`src/rtl/bsa_pkg.sv`:
```
package bsa_pkg;

    typedef enum logic [1:0] {
        ST_IDLE  = 2'd0,
        ST_LOAD  = 2'd1,
        ST_SHIFT = 2'd2
    } state_t;

    typedef enum logic [1:0] {
        SEL_HOLD  = 2'd0,
        SEL_LOAD  = 2'd1,
        SEL_SHIFT = 2'd2
    } sel_t;

endpackage

```
`src/rtl/bsa_ctrl.sv`:
```
module bsa_ctrl
    import bsa_pkg::*;
#(
    parameter int N = 8
) (
    input  logic   clk,
    input  logic   rst_n,
    input  logic   go,
    output sel_t   sel,
    output logic   add_en,
    output logic   carry_clr,
    output logic   done,
    output state_t state
);
    localparam int CW = $clog2(N + 1);
    localparam logic [CW-1:0] CNT_INIT = CW'(N);
    localparam logic [CW-1:0] CNT_LAST = CW'(1);

    state_t        st_q, st_d;
    logic [CW-1:0] cnt_q;
    logic          done_q;

    // state register, shift counter and done flag
    always_ff @(posedge clk or negedge rst_n) begin
        if (!rst_n) begin
            st_q   <= ST_IDLE;
            cnt_q  <= '0;
            done_q <= 1'b0;
        end else begin
            st_q   <= st_d;
            done_q <= (st_q == ST_SHIFT) && (cnt_q == CNT_LAST);
            if (st_q == ST_LOAD) begin
                cnt_q <= CNT_INIT;
            end else if (st_q == ST_SHIFT) begin
                cnt_q <= cnt_q - CNT_LAST;
            end
        end
    end

    // next state and decoded controls
    always_comb begin
        st_d      = st_q;
        sel       = SEL_HOLD;
        add_en    = 1'b0;
        carry_clr = 1'b0;
        unique case (st_q)
            ST_IDLE: begin
                if (go) st_d = ST_LOAD;
            end
            ST_LOAD: begin
                sel       = SEL_LOAD;
                carry_clr = 1'b1;
                st_d      = ST_SHIFT;
            end
            ST_SHIFT: begin
                sel    = SEL_SHIFT;
                add_en = 1'b1;
                if (cnt_q == CNT_LAST) st_d = ST_IDLE;
            end
            default: st_d = ST_IDLE;
        endcase
    end

    assign done  = done_q;
    assign state = st_q;

endmodule

```
`src/rtl/bsa_shreg.sv`:
```
module bsa_shreg
    import bsa_pkg::*;
#(
    parameter int N = 8
) (
    input  logic         clk,
    input  logic         rst_n,
    input  sel_t         sel,
    input  logic [N-1:0] par_in,
    output logic         ser_out
);
    logic [N-1:0] q;

    always_ff @(posedge clk or negedge rst_n) begin
        if (!rst_n) begin
            q <= '0;
        end else begin
            unique case (sel)
                SEL_LOAD:  q <= par_in;
                SEL_SHIFT: q <= q >> 1;
                default:   q <= q;
            endcase
        end
    end

    assign ser_out = q[0];

endmodule

```
`src/rtl/bsa_fa.sv`:
```
module bsa_fa (
    input  logic clk,
    input  logic rst_n,
    input  logic a_bit,
    input  logic b_bit,
    input  logic clr,
    input  logic en,
    output logic s_bit,
    output logic carry_q
);
    logic half;

    assign half  = a_bit ^ b_bit;
    assign s_bit = half ^ carry_q;

    always_ff @(posedge clk or negedge rst_n) begin
        if (!rst_n) begin
            carry_q <= 1'b0;
        end else if (clr) begin
            carry_q <= 1'b0;
        end else if (en) begin
            carry_q <= (a_bit & b_bit) | (carry_q & half);
        end
    end

endmodule

```
`src/rtl/bsa_accum.sv`:
```
module bsa_accum #(
    parameter int N = 8
) (
    input  logic         clk,
    input  logic         rst_n,
    input  logic         en,
    input  logic         s_bit,
    output logic [N-1:0] res
);
    logic [N:0] merged;

    assign merged = {s_bit, res};

    always_ff @(posedge clk or negedge rst_n) begin
        if (!rst_n) begin
            res <= '0;
        end else if (en) begin
            res <= merged[N:1];
        end
    end

endmodule

```
`src/rtl/bitser_adder.sv`:
```
module bitser_adder
    import bsa_pkg::*;
#(
    parameter int N = 8
) (
    input  logic         clk,
    input  logic         rst_n,
    input  logic         go,
    input  logic [N-1:0] opnd_a,
    input  logic [N-1:0] opnd_b,
    output logic [N-1:0] sum,
    output logic         carry_out,
    output logic         done
);
    localparam int NOPS = 2;

    sel_t         sel;
    logic         add_en;
    logic         carry_clr;
    state_t       fsm_state;
    logic         s_bit;
    logic [N-1:0] opnd [NOPS];
    logic         op_bit [NOPS];

    assign opnd[0] = opnd_a;
    assign opnd[1] = opnd_b;

    bsa_ctrl #(.N(N)) u_ctrl (
        .clk      (clk),
        .rst_n    (rst_n),
        .go       (go),
        .sel      (sel),
        .add_en   (add_en),
        .carry_clr(carry_clr),
        .done     (done),
        .state    (fsm_state)
    );

    for (genvar gi = 0; gi < NOPS; gi++) begin : g_opnd
        bsa_shreg #(.N(N)) u_shreg (
            .clk    (clk),
            .rst_n  (rst_n),
            .sel    (sel),
            .par_in (opnd[gi]),
            .ser_out(op_bit[gi])
        );
    end

    bsa_fa u_fa (
        .clk    (clk),
        .rst_n  (rst_n),
        .a_bit  (op_bit[0]),
        .b_bit  (op_bit[1]),
        .clr    (carry_clr),
        .en     (add_en),
        .s_bit  (s_bit),
        .carry_q(carry_out)
    );

    bsa_accum #(.N(N)) u_accum (
        .clk  (clk),
        .rst_n(rst_n),
        .en   (add_en),
        .s_bit(s_bit),
        .res  (sum)
    );

endmodule

```
`config.mk`:
```
export PLATFORM = sky130hd
export DESIGN_NAME = bitser_adder
export DESIGN_NICKNAME = d
export VERILOG_FILES = /design/src/rtl/bsa_pkg.sv /design/src/rtl/bsa_ctrl.sv /design/src/rtl/bsa_shreg.sv /design/src/rtl/bsa_fa.sv /design/src/rtl/bsa_accum.sv /design/src/rtl/bitser_adder.sv
export SDC_FILE = /design/constraint.sdc
export NUM_CORES = 1
export LEC_CHECK = 0
export BUFFER_PORTS_ARGS = -buffer_cell sky130_fd_sc_hd__buf_2
export CAP_MARGIN = 20
export CORE_MARGIN = 2
export CORE_UTILIZATION = 53
export DETAILED_ROUTE_END_ITERATION = 10
export HOLD_SLACK_MARGIN = 0.1
export PLACE_DENSITY = 0.87
export SYNTH_ARGS = -nofsm -noshare
export SYNTH_HDL_FRONTEND = slang
export SYNTH_SLANG_ARGS = --single-unit
```
`constraint.sdc`:
```
create_clock -name clk -period 1.8 [get_ports clk]
set_input_delay 0.36 -clock clk [delete_from_list [all_inputs] [get_ports clk]]
set_output_delay 0.36 -clock clk [all_outputs]
set_load 0.05 [all_outputs]
```
==> qor.yml, run 1 <==
status:
  status: "completed"
grt:
  antenna_found_initial: 0
  global_route_wire_length_before_repair_um: 4620
  grt_start_max_net_pins: 33
  first_global_vias: 1108
  grt_overflow: 0
  total_global_routing_track_utilization: 0.189
power_and_ir_drop:
  p_comb_frac: 0.512
  power.sequential.fraction: 0.365
  power_density_over_the_cells_nw_per_um2: 2030
  p_int_w: 0.00195
  worst_ir_drop_vdd_v: 0.00151
  p_leak_nw: 0.830
  reported_net_switching_power_w: 0.00155
  power.clock.fraction: 0.123
  p_sw_frac: 0.444
worst_hold_path:
  hold_class: "in2reg"
clocking:
  post-cts-setup-buffers: 0
  post_cts_resize_count: 0
  clock_sink_count: 32
  cts_max_path_buffers: 2
  number_of_cts_inserted_buffers: 5
  cts_max_level: 2
  clk_root_buffer_cell: "sky130_fd_sc_hd__clkbuf_4"
  tritoncts: "yes"
  cts.reportedPaths.clkPinSlew_ps: 100
  clock_insertion_delay_worst_skew_ps: 330
yosys:
  post_synth.cell_area_avg_um2: 11.1
  synth_cells: 133
  yosys.cell_types.count: 22
  synth_fp_nets: 158
  synth_top_area_cell: "sky130_fd_sc_hd__dfrtp_1"
  yosys-top-cells-area: "sky130_fd_sc_hd__dfrtp_1 (54%), sky130_fd_sc_hd__mux2i_1 (9.5%), sky130_fd_sc_hd__mux2_2 (6.8%), sky130_fd_sc_hd__a21oi_1 (5.1%), sky130_fd_sc_hd__nor2_1 (4.8%)"
  netlist_area_before_placement_um2: 1480
  ys_seq_elements: 32
  synth-warning-count: 0
  yosys.area.top_type_share: 0.541
  yosysSeqAreaShare: 0.541
setup_path:
  ff2ff_setup_slack_ps: 150
  path_cells: "inv_1, ha_1, or3b_4, a21oi_2, mux2_1"
  crit_buf_inv: 1
  largest_fanout_of_any_net_on_the_critical_path: 4
  timing.setup.critical_path_class: "reg2reg"
  required_arrival_time_at_the_worst_endpoint_ps: 2020
  crit_path_top_delay_cell: "sky130_fd_sc_hd__or3b_4"
  cp.arrival_ps: 1870
  start_kind: "flip-flop"
  cpPeakStageDelay_ps: 400
  cp-end-kind: "flip-flop"
  crit_family: "simple AND/OR/NAND/NOR gates"
routing:
  route.detailed.wl_per_inst_um: 13.6
  met3WireLength_um: 187
  top_signal_layer_used: "met4"
  vias_per_cell: 5.38
  drt-initial-drc-count: 37
  postRouteAntennaNets: 0
  wl_um: 2700
  m1WireLength_um: 1160
  first_drt_pass_iteration_count: 4
  met2_wirelength_from_detailed_routing_um: 1310
  drcViolationCount: 0
  vias: 1065
layout:
  number_of_nets_in_the_final_layout: 191
  drive_gt1_frac: 0.317
  diodes: 0
  area_delta_synth_final_pct: 16.5
  n_fill_cell: 227
  ff_latch_area_um2: 801
  post_layout_inst_area_um2: 1720
  area_of_the_multi_input_gates_um2: 609
sta:
  hold_violations: 0
  post-route-min-period_ps: 1650
  final_critical_path_setup_slack_ps: 151
  worst_pin_slew_ps: 696
  timing.final.setup_violations: 0
  period_share: 0.916
  totalNegativeSetupSlack_ps: 0
  rsz0062_at_grt: "no"
  clock-skew-final_ps: 6.89
  slew_viol_final: 0
  maxSlewHeadroom: 0.536
  achievable-frequency_mhz: 606
die:
  core_area_um2: 2710
  ioPinCount: 29
  initial_util: 0.546
  floorplan.die.width_um: 56.8
  floorplan.rows: 19
  die_outline_area_um2: 3230
  fp.dieH_um: 56.8
placed_design:
  port-buffer-count: 28
  dp_slack_ps: 168
  routabilityCongestion: 0.723
  half_perimeter_wire_length_of_the_detailed_placement_result_um: 1930
  postPlaceCellArea_um2: 1650
run:
  max_cap_viol_count: 0
-- what timing repair did --
item,in CTS,in global routing
setup endpoints to repair,0,0
hold buffers,1,0
hold endpoints to repair,32,0
-- Yosys cell counts --
cell	n
sky130_fd_sc_hd__a31o_2	2
sky130_fd_sc_hd__buf_4	1
sky130_fd_sc_hd__fa_1	1
sky130_fd_sc_hd__mux2i_1	14
sky130_fd_sc_hd__a311oi_1	1
sky130_fd_sc_hd__o22ai_1	1
sky130_fd_sc_hd__clkbuf_1	1
sky130_fd_sc_hd__dfrtp_1	32
sky130_fd_sc_hd__nor2_1	19
sky130_fd_sc_hd__nor2b_1	3
sky130_fd_sc_hd__buf_2	5
sky130_fd_sc_hd__a21oi_1	15
sky130_fd_sc_hd__o22a_1	1
sky130_fd_sc_hd__mux2_1	1
sky130_fd_sc_hd__o21ai_0	4
sky130_fd_sc_hd__nor3_1	1
sky130_fd_sc_hd__a21oi_2	1
sky130_fd_sc_hd__inv_1	9
sky130_fd_sc_hd__ha_1	5
sky130_fd_sc_hd__nand2_1	6
sky130_fd_sc_hd__or3b_4	1
sky130_fd_sc_hd__mux2_2	9
-- worst paths after layout --
check / from / end / depth (start not counted)
min: opnd_a[7] / g_opnd[0].u_shreg.q[7] / 2
max: u_ctrl.cnt_q[1] / u_ctrl.state[1] / 5
min in group asynchronous: rst_n / u_ctrl.done / 2
min reg2reg: u_accum.res[0] / u_accum.res[0] / 1
max reg2reg: u_ctrl.cnt_q[1] / u_ctrl.state[1] / 5
max in group asynchronous: rst_n / g_opnd[1].u_shreg.q[5] / 2
-- state kept, by name, indices dropped and copies added (netlist names) --
name              count
g_opnd.u_shreg.q     16
u_ctrl.done           1
u_ctrl.state          2
u_ctrl.cnt_q          4
u_fa.carry_q          1
u_accum.res           8
-- power by group through the flow --
stage / Sequential [W] / Combinational (W) / Clock [W]
3_3_place_gp: 0.00126 / 0.00169 / 0
4_1_cts: 0.00128 / 0.00180 / 0.000442
2_1_floorplan: 0.00155 / 0.00112 / 0
3_5_place_dp: 0.00129 / 0.00179 / 0
5_1_grt: 0.00132 / 0.00197 / 0.000474
6_report: 0.00128 / 0.00179 / 0.000432
-- cell usage in the layout, fill, tap and decap left out, types with 2 or more instances in the layout --
master,count
sky130_fd_sc_hd__nor2_1,19
sky130_fd_sc_hd__nand2_1,6
sky130_fd_sc_hd__buf_4,4
sky130_fd_sc_hd__inv_1,9
sky130_fd_sc_hd__a21oi_1,15
sky130_fd_sc_hd__mux2i_1,14
sky130_fd_sc_hd__o21ai_0,4
sky130_fd_sc_hd__clkbuf_4,5
sky130_fd_sc_hd__ha_1,5
sky130_fd_sc_hd__clkinv_2,2
sky130_fd_sc_hd__mux2_2,9
sky130_fd_sc_hd__buf_2,28
sky130_fd_sc_hd__a31o_2,2
sky130_fd_sc_hd__nor2b_1,3
sky130_fd_sc_hd__dfrtp_1,32
-- logic make-up (layout without fill, tap and decap cells) --
kind of cell	count (synthesis)	count (layout)	synth area share
buffers and inverters	16	50	0.0473
AO/OA/AOI/OAI	25	25	0.0981
adder cells (fa/ha/maj)	6	6	0.0558
flip-flops	32	32	0.541
multiplexers	24	24	0.171
AND/OR/NAND/NOR	30	30	0.0871
-- metal layers --
layer  vias to the layer above  global-route usage
met1                       506               0.234
li1                        513                   -
met3                         5              0.0438
met4                         0               0.113
met5                         -                   0
met2                        41               0.301
-- metrics by stage --
stage	hold WS [ps]	instances	utilization	total power [W]
2_1_floorplan	64.4	133	-	0.00267
3_3_place_gp	430	189	0.610	0.00296
3_5_place_dp	441	189	0.610	0.00308
4_1_cts	260	198	0.636	0.00352
5_1_grt	267	198	0.636	0.00377
6_report	261	198	0.636	0.00350
-- cell type report --
type | count | area share
Timing Repair Buffer | 33 | 0.104
Tap cell | 31 | 0.0225
Clock inverter | 2 | 0.00581
Multi-Input combinational cell | 85 | 0.353
Sequential cell | 32 | 0.464
Clock buffer | 6 | 0.0298
Inverter | 9 | 0.0196
No activity file was read; power rests on OpenSTA's default activity.
==> run 2, diff against run 1 <==
GPL_TIMING_DRIVEN = 0   (was not set)
SLEW_MARGIN = 20   (was not set)
==> run 2 against run 1 <==
  * Register-to-register slack about the same
  * Highest routed layer unchanged
  * Largest power group unchanged
  * Maximum frequency is 0.53% lower
  * Critical endpoint is now g_opnd[0].u_shreg.q[7]
  * Critical path type unchanged
  * Clock power rose by 40%
  * Largest cell class unchanged
==> qor.yml, run 2 (synthesis gave the netlist of run 1 again) <==
layout:
  reg.largest.list: "g_opnd.u_shreg.q x16, u_accum.res x8, u_ctrl.cnt_q x4"
  diodes: 0
  largest_register_ff_count: 16
  final_cell_mix: "sky130_fd_sc_hd__buf_2 (33), sky130_fd_sc_hd__dfrtp_1 (32), sky130_fd_sc_hd__nor2_1 (19), sky130_fd_sc_hd__a21oi_1 (15), sky130_fd_sc_hd__mux2i_1 (14)"
  layout_commonest_cell: "sky130_fd_sc_hd__buf_2"
  number_of_nets_in_the_final_layout: 194
  drive_gt1_frac: 0.324
  most_flops_register: "g_opnd.u_shreg.q"
  area_delta_synth_final_pct: 19.2
clocking:
  clock_sink_count: 32
  post-cts-setup-buffers: 0
  post_cts_resize_count: 0
  clock_insertion_delay_worst_skew_ps: 330
  clk_root_buffer_cell: "sky130_fd_sc_hd__clkbuf_4"
  hold_buffers: 1
  cts.reportedPaths.clkPinSlew_ps: 100
  cts_max_level: 2
  tritoncts: "yes"
  number_of_cts_inserted_buffers: 5
  cts_max_path_buffers: 2
placed_design:
  routabilityCongestion: 0.799
  dp_slack_ps: 154
  half_perimeter_wire_length_of_the_detailed_placement_result_um: 1990
  port-buffer-count: 28
setup_path:
  r2r_cells: 6
  path_cells: "inv_1, ha_1, buf_2, buf_2, inv_1, a31o_2"
  worstReg2RegStart: "u_ctrl.state[0]"
  required_arrival_time_at_the_worst_endpoint_ps: 2030
  end_of_the_worst_register_to_register_path: "g_opnd[0].u_shreg.q[7]"
  ff2ff_setup_slack_ps: 140
  crit_path_top_delay_cell: "sky130_fd_sc_hd__dfrtp_1"
  largest_fanout_of_any_net_on_the_critical_path: 10
  cpPeakStageDelay_ps: 410
  cp.arrival_ps: 1890
  cp-end-kind: "flip-flop"
  start_kind: "flip-flop"
  timing.setup.critical_path_class: "reg2reg"
sta:
  maxSlewHeadroom: 0.552
  hold_violations: 0
  final.hold.worst_slack_ps: 269
  timing.final.setup_violations: 0
  clock-skew-final_ps: 9.71
  worst_pin_slew_ps: 673
  period_share: 0.921
  post-route-min-period_ps: 1660
  final_critical_path_setup_slack_ps: 142
  achievable-frequency_mhz: 603
  rsz0062_at_grt: "no"
  slew_viol_final: 0
  totalNegativeSetupSlack_ps: 0
grt:
  grt_overflow: 0
  first_global_vias: 1064
  global_route_wire_length_before_repair_um: 4550
  total_global_routing_track_utilization: 0.185
  antenna_found_initial: 0
  grt_start_max_net_pins: 33
power_and_ir_drop:
  p_int_w: 0.00213
  p_leak_nw: 0.853
  p_comb_frac: 0.491
  power.sequential.fraction: 0.345
  total_power_w: 0.00368
  reported_net_switching_power_w: 0.00155
  p_sw_frac: 0.422
  worst_ir_drop_vdd_v: 0.00158
  power.clock.fraction: 0.164
  power_density_over_the_cells_nw_per_um2: 2090
die:
  ioPinCount: 29
  fp.dieH_um: 56.8
  floorplan.rows: 19
  floorplan.die.width_um: 56.8
  initial_util: 0.546
  die_outline_area_um2: 3230
  core_area_um2: 2710
worst_hold_path:
  worstHoldEndpoint: "g_opnd[0].u_shreg.q[7]"
  hold_class: "in2reg"
  min-delay-start: "opnd_a[7]"
  hold_path_depth: 2
routing:
  vias: 1054
  drt-initial-drc-count: 9
  postRouteAntennaNets: 0
  route.detailed.wl_per_inst_um: 12.9
  vias_per_cell: 5.24
  drcViolationCount: 0
  wl_um: 2600
  first_drt_pass_iteration_count: 4
status:
  status: "completed"
run:
  max_cap_viol_count: 0
run 2: worst max path at each step:
| stage | from | endpoint | slack (ps) |
|---|---|---|---|
| finish | u_ctrl.state[0] | g_opnd[0].u_shreg.q[7] | 140 |
| global route | u_ctrl.state[0] | g_opnd[0].u_shreg.q[7] | 60 |
| CTS | u_ctrl.state[0] | g_opnd[0].u_shreg.q[7] | 130 |
| detailed placement | u_ctrl.state[0] | g_opnd[0].u_shreg.q[7] | 150 |
| global placement | u_ctrl.state[0] | g_opnd[0].u_shreg.q[7] | 230 |
| floorplan | u_ctrl.cnt_q[1] | u_ctrl.state[1] | 280 |
run 2: layout make-up:
cell class,count,area (um2)
fill,217,946
tap,31,38.8
buffer,7,36.3
timing repair buffer,29,150
multi-input combinational,85,609
clock buffer,7,65.1
sequential,32,801
clock inverter,1,30.0
inverter,9,33.8
run 2: worst max-delay path, delay by kind of cell (launching register included):
kind            cells  cell delay [ps]
flops               1              410
fa+ha+maj           1              150
buf+inv             4              770
compound gates      1              230
run 2: routing by layer:
layer	routed length, um	part of all wire	vias up	track usage
li1	-	-	523	-
met1	1160	0.45	494	0.229
met2	1240	0.48	34	0.301
met3	161	0.062	3	0.0668
met4	29	0.011	0	0.0598
met5	0	0	-	0
run 2: metrics by stage:
stage,util,std cells,instance area (um2)
global route,0.651,201,1760
CTS,0.651,201,1760
detailed placement,0.612,192,1660
floorplan,-,133,1480
finish,0.651,201,1760
global placement,0.612,192,1660
run 2: power groups by stage:
stage	combinational, W	clock [W]	sequential (W)
6_report	0.00181	0.000605	0.00127
5_1_grt	0.00200	0.000652	0.00131
4_1_cts	0.00182	0.000620	0.00127
3_5_place_dp	0.00182	0	0.00129
3_3_place_gp	0.00172	0	0.00127
2_1_floorplan	0.00112	0	0.00155
